`config.mk`:
```
export PLATFORM = sky130hd
export DESIGN_NAME = ulpi_serial_mux
export DESIGN_NICKNAME = d
export VERILOG_FILES = /design/src/rtl/ulpi_sm_pkg.sv /design/src/rtl/ulpi_sm_mode_ctrl.sv /design/src/rtl/ulpi_sm_irq_latch.sv /design/src/rtl/ulpi_sm_pin_map.sv /design/src/rtl/ulpi_serial_mux.sv
export SDC_FILE = /design/constraint.sdc
export NUM_CORES = 1
export LEC_CHECK = 0
export BUFFER_PORTS_ARGS = -buffer_cell sky130_fd_sc_hd__buf_2
export CORE_UTILIZATION = 34
export DETAILED_ROUTE_END_ITERATION = 8
export GPL_ROUTABILITY_DRIVEN = 0
export PLACE_DENSITY = 0.78
export SETUP_SLACK_MARGIN = 0.2
export SLEW_MARGIN = 10
export SYNTH_ARGS = -nofsm -noshare
export SYNTH_HDL_FRONTEND = slang
export SYNTH_SLANG_ARGS = --single-unit
```
`constraint.sdc`:
```
create_clock -name clk -period 2 [get_ports clk]
set_clock_uncertainty 0.1 [all_clocks]
set_input_delay 0.2 -clock clk [delete_from_list [all_inputs] [get_ports clk]]
set_output_delay 0.2 -clock clk [all_outputs]
set_load 0.02 [all_outputs]
```
`src/rtl/ulpi_sm_pkg.sv`:
```
package ulpi_sm_pkg;

  localparam int BUS_W = 8;

  // pin indices whose positions are fixed by the link-side decode
  localparam int PIN_TXEN  = 0;
  localparam int PIN_TXDAT = 1;
  localparam int PIN_TXSE0 = 2;
  localparam int PIN_IRQ   = 3;
  localparam int PIN_RXDP  = 4;
  localparam int PIN_RXDM  = 5;
  localparam int PIN_RXRCV = 6;
  localparam int PIN_S3RCV = 1;
  localparam int PIN_S3SE0 = 2;

  typedef enum logic [1:0] {
    MODE_NORMAL = 2'd0,
    MODE_SER6   = 2'd1,
    MODE_SER3   = 2'd2,
    MODE_LOWPWR = 2'd3
  } sm_mode_e;

  // output-enable mask: every pin from first_pin upward is PHY-driven
  function automatic logic [BUS_W-1:0] oe_from(input int first_pin);
    logic [BUS_W-1:0] m;
    for (int i = 0; i < BUS_W; i++) m[i] = (i >= first_pin);
    return m;
  endfunction

endpackage

```
`src/rtl/ulpi_sm_mode_ctrl.sv`:
```
module ulpi_sm_mode_ctrl
  import ulpi_sm_pkg::*;
(
  input  logic     clk,
  input  logic     rst_n,
  input  logic     cfg_wr,
  input  logic     cfg_six,
  input  logic     cfg_three,
  input  logic     cfg_sleep,
  input  logic     cfg_clk_keep,
  input  logic     stp,
  output sm_mode_e mode_q,
  output logic     exit_evt,
  output logic     clk_run
);

  sm_mode_e mode_d;
  logic     keep_q;
  logic     run_q;
  logic     wr_ok;

  assign wr_ok    = cfg_wr && (mode_q == MODE_NORMAL);
  assign exit_evt = stp && (mode_q != MODE_NORMAL);

  always_comb begin
    mode_d = mode_q;
    if (exit_evt) begin
      mode_d = MODE_NORMAL;
    end else if (wr_ok) begin
      if (cfg_six)        mode_d = MODE_SER6;
      else if (cfg_three) mode_d = MODE_SER3;
      else if (cfg_sleep) mode_d = MODE_LOWPWR;
    end
  end

  always_ff @(posedge clk) begin
    if (!rst_n) begin
      mode_q <= MODE_NORMAL;
      keep_q <= 1'b1;
      run_q  <= 1'b1;
    end else begin
      mode_q <= mode_d;
      if (wr_ok) keep_q <= cfg_clk_keep;
      if (wr_ok && (mode_d != MODE_NORMAL)) run_q <= keep_q;
    end
  end

  assign clk_run = (mode_q == MODE_NORMAL) ? 1'b1 : run_q;

endmodule

```
`src/rtl/ulpi_sm_irq_latch.sv`:
```
module ulpi_sm_irq_latch #(
  parameter int EVT_W = 4
) (
  input  logic             clk,
  input  logic             rst_n,
  input  logic [EVT_W-1:0] evt,
  input  logic [EVT_W-1:0] mask,
  input  logic             clr,
  input  logic             flush,
  output logic             irq_q
);

  logic [EVT_W-1:0] live;
  logic             hit;

  for (genvar g = 0; g < EVT_W; g++) begin : g_gate
    assign live[g] = evt[g] & ~mask[g];
  end

  assign hit = |live;

  always_ff @(posedge clk) begin
    if (!rst_n)            irq_q <= 1'b0;
    else if (hit)          irq_q <= 1'b1;
    else if (clr || flush) irq_q <= 1'b0;
  end

endmodule

```
`src/rtl/ulpi_sm_pin_map.sv`:
```
module ulpi_sm_pin_map
  import ulpi_sm_pkg::*;
(
  input  sm_mode_e         mode,
  input  logic [BUS_W-1:0] bus_in,
  input  logic             irq,
  input  logic             rx_dp,
  input  logic             rx_dm,
  input  logic             rx_rcv,
  output logic [BUS_W-1:0] bus_out,
  output logic [BUS_W-1:0] bus_oe,
  output logic             tx_en,
  output logic             tx_dat,
  output logic             tx_se0
);

  localparam logic [BUS_W-1:0] OE_SER   = oe_from(PIN_IRQ);
  localparam logic [BUS_W-1:0] OE_S3RX  = oe_from(PIN_S3RCV);
  localparam logic [BUS_W-1:0] OE_ALL   = oe_from(0);

  logic [BUS_W-1:0] drv;
  logic             dat_raw;
  logic             se0_raw;

  always_comb begin
    drv     = '0;
    bus_oe  = '0;
    tx_en   = 1'b0;
    dat_raw = 1'b0;
    se0_raw = 1'b0;
    unique case (mode)
      MODE_SER6: begin
        bus_oe         = OE_SER;
        drv[PIN_IRQ]   = irq;
        drv[PIN_RXDP]  = rx_dp;
        drv[PIN_RXDM]  = rx_dm;
        drv[PIN_RXRCV] = rx_rcv;
        tx_en          = bus_in[PIN_TXEN];
        dat_raw        = bus_in[PIN_TXDAT];
        se0_raw        = bus_in[PIN_TXSE0];
      end
      MODE_SER3: begin
        tx_en          = bus_in[PIN_TXEN];
        bus_oe         = tx_en ? OE_SER : OE_S3RX;
        drv[PIN_S3RCV] = rx_rcv;
        drv[PIN_S3SE0] = ~rx_dp & ~rx_dm;
        drv[PIN_IRQ]   = irq;
        dat_raw        = bus_in[PIN_TXDAT];
        se0_raw        = bus_in[PIN_TXSE0];
      end
      MODE_LOWPWR: begin
        bus_oe       = OE_ALL;
        drv[PIN_IRQ] = irq;
      end
      default: ;
    endcase
  end

  // a pin shows a value only while the PHY owns it; reserved pins drive 0
  for (genvar b = 0; b < BUS_W; b++) begin : g_pin
    assign bus_out[b] = drv[b] & bus_oe[b];
  end

  assign tx_dat = tx_en & dat_raw;
  assign tx_se0 = tx_en & se0_raw;

endmodule

```
`src/rtl/ulpi_serial_mux.sv`:
```
module ulpi_serial_mux
  import ulpi_sm_pkg::*;
#(
  parameter int EVT_W = 4
) (
  input  logic             clk,
  input  logic             rst_n,
  input  logic             cfg_wr,
  input  logic             cfg_six,
  input  logic             cfg_three,
  input  logic             cfg_sleep,
  input  logic             cfg_clk_keep,
  input  logic             stp,
  input  logic [7:0]       bus_in,
  output logic [7:0]       bus_out,
  output logic [7:0]       bus_oe,
  output logic             line_tx_en,
  output logic             line_tx_dat,
  output logic             line_tx_se0,
  input  logic             line_rx_dp,
  input  logic             line_rx_dm,
  input  logic             line_rx_rcv,
  input  logic [EVT_W-1:0] irq_evt,
  input  logic [EVT_W-1:0] irq_mask,
  input  logic             irq_clr,
  output logic             clk_run
);

  sm_mode_e mode_q;
  logic     exit_evt;
  logic     irq_q;

  ulpi_sm_mode_ctrl u_mode (
    .clk          (clk),
    .rst_n        (rst_n),
    .cfg_wr       (cfg_wr),
    .cfg_six      (cfg_six),
    .cfg_three    (cfg_three),
    .cfg_sleep    (cfg_sleep),
    .cfg_clk_keep (cfg_clk_keep),
    .stp          (stp),
    .mode_q       (mode_q),
    .exit_evt     (exit_evt),
    .clk_run      (clk_run)
  );

  ulpi_sm_irq_latch #(.EVT_W(EVT_W)) u_irq (
    .clk   (clk),
    .rst_n (rst_n),
    .evt   (irq_evt),
    .mask  (irq_mask),
    .clr   (irq_clr),
    .flush (exit_evt),
    .irq_q (irq_q)
  );

  ulpi_sm_pin_map u_map (
    .mode    (mode_q),
    .bus_in  (bus_in),
    .irq     (irq_q),
    .rx_dp   (line_rx_dp),
    .rx_dm   (line_rx_dm),
    .rx_rcv  (line_rx_rcv),
    .bus_out (bus_out),
    .bus_oe  (bus_oe),
    .tx_en   (line_tx_en),
    .tx_dat  (line_tx_dat),
    .tx_se0  (line_tx_se0)
  );

endmodule

```
==> flow_metrics.env <==
export IMPL_seqCellArea_um2=101
export IMPL_initial_utilization=0.393
export IMPL_port_buffers=40
export IMPL_drcViolationCount=0
export IMPL_startpoint_type="flop"
export IMPL_synthToLayoutAreaGrowth_pct=42.1
export IMPL_grt_overflow=0
export IMPL_reg2regPathDepth=5
export IMPL_grt_max_degree=10
export IMPL_max_cap_violations=0
export IMPL_critPathArrivalTime_ps=1440
export IMPL_post_route_period_util=0.869
export IMPL_ys_flop_type="dfxtp_1"
export IMPL_ant_nets=0
export IMPL_irDropWorstVdd_uv=403
export IMPL_fin_area_um2=663
export IMPL_async_flop_share=0
export IMPL_r2r_end="u_mode.mode_q[1]"
export IMPL_r2r_start="u_mode.mode_q[1]"
export IMPL_cts_tree="built"
export IMPL_crit_path_end_kind="output port"
export IMPL_synth_top_area_frac=0.214
export IMPL_die_w_um=39.1
export IMPL_min_period_ps=1740
export IMPL_nets=131
export IMPL_drt_pass1_iter_count=4
export IMPL_grt_use_total=0.152
export IMPL_synth_area_leaders="dfxtp_1, buf_4, ha_1"
export IMPL_hold_viol_final=0
export IMPL_drt_total_wl_um=1180
export IMPL_powerDensity_nw_per_um2=640
export IMPL_hold_end="u_mode.run_q"
export IMPL_vias=535
export IMPL_synth_common_cells="inv_1, buf_4, and2_1, dfxtp_1, ha_1"
export IMPL_synth_edf_count=0
export IMPL_yosysMostFrequentCell="inv_1"
export IMPL_dpl_worst_slack_ps=381
export IMPL_dp_hpwl_um=949
export IMPL_fillers=115
export IMPL_first_iter_violations=5
export IMPL_fmax_mhz=575
export IMPL_min_delay_start="rst_n"
export IMPL_holdPathStages=2
export IMPL_yosysWarnings=0
export IMPL_insertedDiodeCount=0
export IMPL_cts_sinks=5
export IMPL_dpl_cell_area_um2=631
export IMPL_synth_cells=61
export IMPL_rsz0062_at_grt="no"
export IMPL_worstSetupPathType="reg2out"
export IMPL_cts_buffers=3
export IMPL_antenna_found_initial=0
export IMPL_synth_area_um2=467
export IMPL_finalMaxSlewViolations=0
export IMPL_die_y_um=39.1
export IMPL_core_um2=1190
export IMPL_yosysSeqAreaShare=0.214
export IMPL_drive_gt1_frac=0.500
export IMPL_insertion_delay_ps=250
export IMPL_ys_ff_latch=5
export IMPL_grt_pass1_vias=394
export IMPL_clockBufferDepth=2
export IMPL_ios=48
export IMPL_root_buffer="clkbuf_4"
export IMPL_detail_route_vias_per_cell=4.78
export IMPL_grt_pass1_wl_um=1580
export IMPL_die_area_um2=1520
export IMPL_rows=12
export IMPL_power_mw=0.424
export IMPL_required_ps=1700
export IMPL_tns_ps=0
export IMPL_worstPathMaxFanout=9
export IMPL_worst_hold_slack_ps=61.0
export IMPL_reg2reg_setup_slack_ps=400
export IMPL_ys_types=24
export IMPL_wl_per_cell_um=10.5
export IMPL_min_path_type="in2reg"
export IMPL_yosys_area_top_type="dfxtp_1"
export IMPL_cts_max_level=1
export IMPL_status="finished, final reports clean"
export IMPL_fin_ws_ps=262
export IMPL_syn_area_per_cell_um2=7.65
export IMPL_clkTransAtPathRegs_ps=50
export IMPL_multi_input_area_um2=277
export IMPL_cts_hold_buf=0
export IMPL_p_leak_nw=0.399
export IMPL_setup_viol_count_final=0
-- stage by stage --
step,cells,utilization
2_1_floorplan,62,-
3_3_place_gp,108,0.532
3_5_place_dp,108,0.532
4_1_cts,112,0.556
5_1_grt,112,0.559
6_report,112,0.559
-- flip-flops by register name, indices dropped and copies added, names as in the netlist --
signal and cells:
u_irq.irq_q 1, u_mode.keep_q 1, u_mode.mode_q 2, u_mode.run_q 1
-- final cells by class --
class | count | area share
Multi-Input combinational cell | 38 | 0.417
Timing Repair Buffer | 40 | 0.302
Sequential cell | 5 | 0.153
Inverter | 11 | 0.0623
Clock buffer | 4 | 0.0396
Tap cell | 14 | 0.0264
-- critical path: stages, from the launching register on --
cell and delay, ps:
dfxtp_1 400, inv_1 110, ha_2 230, inv_2 120, and4_1 180, buf_2 160
-- timing repair --
item                                    in CTS  in global routing
buffers inserted                             0                  0
endpoints found under the setup margin       3                  5
resized for setup                            2                  2
-- how the worst max path moves through the flow --
stage / slack [ps] / endpoint / cells past startpoint / from
6_report: 260 / bus_out[2] / 5 / u_mode.mode_q[1]
5_1_grt: 200 / bus_out[2] / 5 / u_mode.mode_q[1]
4_1_cts: 260 / bus_out[6] / 5 / u_mode.mode_q[0]
3_5_place_dp: 380 / bus_out[2] / 5 / u_mode.mode_q[0]
3_3_place_gp: 420 / bus_out[1] / 5 / u_mode.mode_q[0]
2_1_floorplan: 420 / bus_out[1] / 4 / u_mode.mode_q[0]
-- cell usage in the layout (no fill, tap or decap), drive strengths merged, types with 3 or more instances in the layout --
cell,count
o21ai,3
dfxtp,5
buf,40
nor2,3
inv,11
clkbuf,4
ha,4
and2,5
-- cell families (layout without fill, tap and decap cells) --
family / Yosys count / in the layout / share of synthesized area
flip-flops: 5 / 5 / 0.214
AND/OR/NAND/NOR: 18 / 18 / 0.236
buffers and inverters: 19 / 55 / 0.212
adder cells (fa/ha/maj): 4 / 4 / 0.107
AO/OA/AOI/OAI: 13 / 13 / 0.201
other: 1 / 2 / 0.00804
multiplexers: 1 / 1 / 0.0214
-- report_power, final --
group | switching [mW] | leakage (nW) | total [mW] | internal (mW)
clock | 0.0481 | 0.0150 | 0.124 | 0.0759
combinational | 0.110 | 0.342 | 0.181 | 0.0709
sequential | 0.00820 | 0.0418 | 0.119 | 0.111
total | 0.167 | 0.399 | 0.424 | 0.258
-- per-layer routing --
layer | track usage | share of wire
met5 | 0 | 0
met2 | 0.238 | 0.48
met1 | 0.192 | 0.44
met3 | 0.0173 | 0.064
met4 | 0.103 | 0.017
Note: power is estimated with default switching activity, not from simulation.
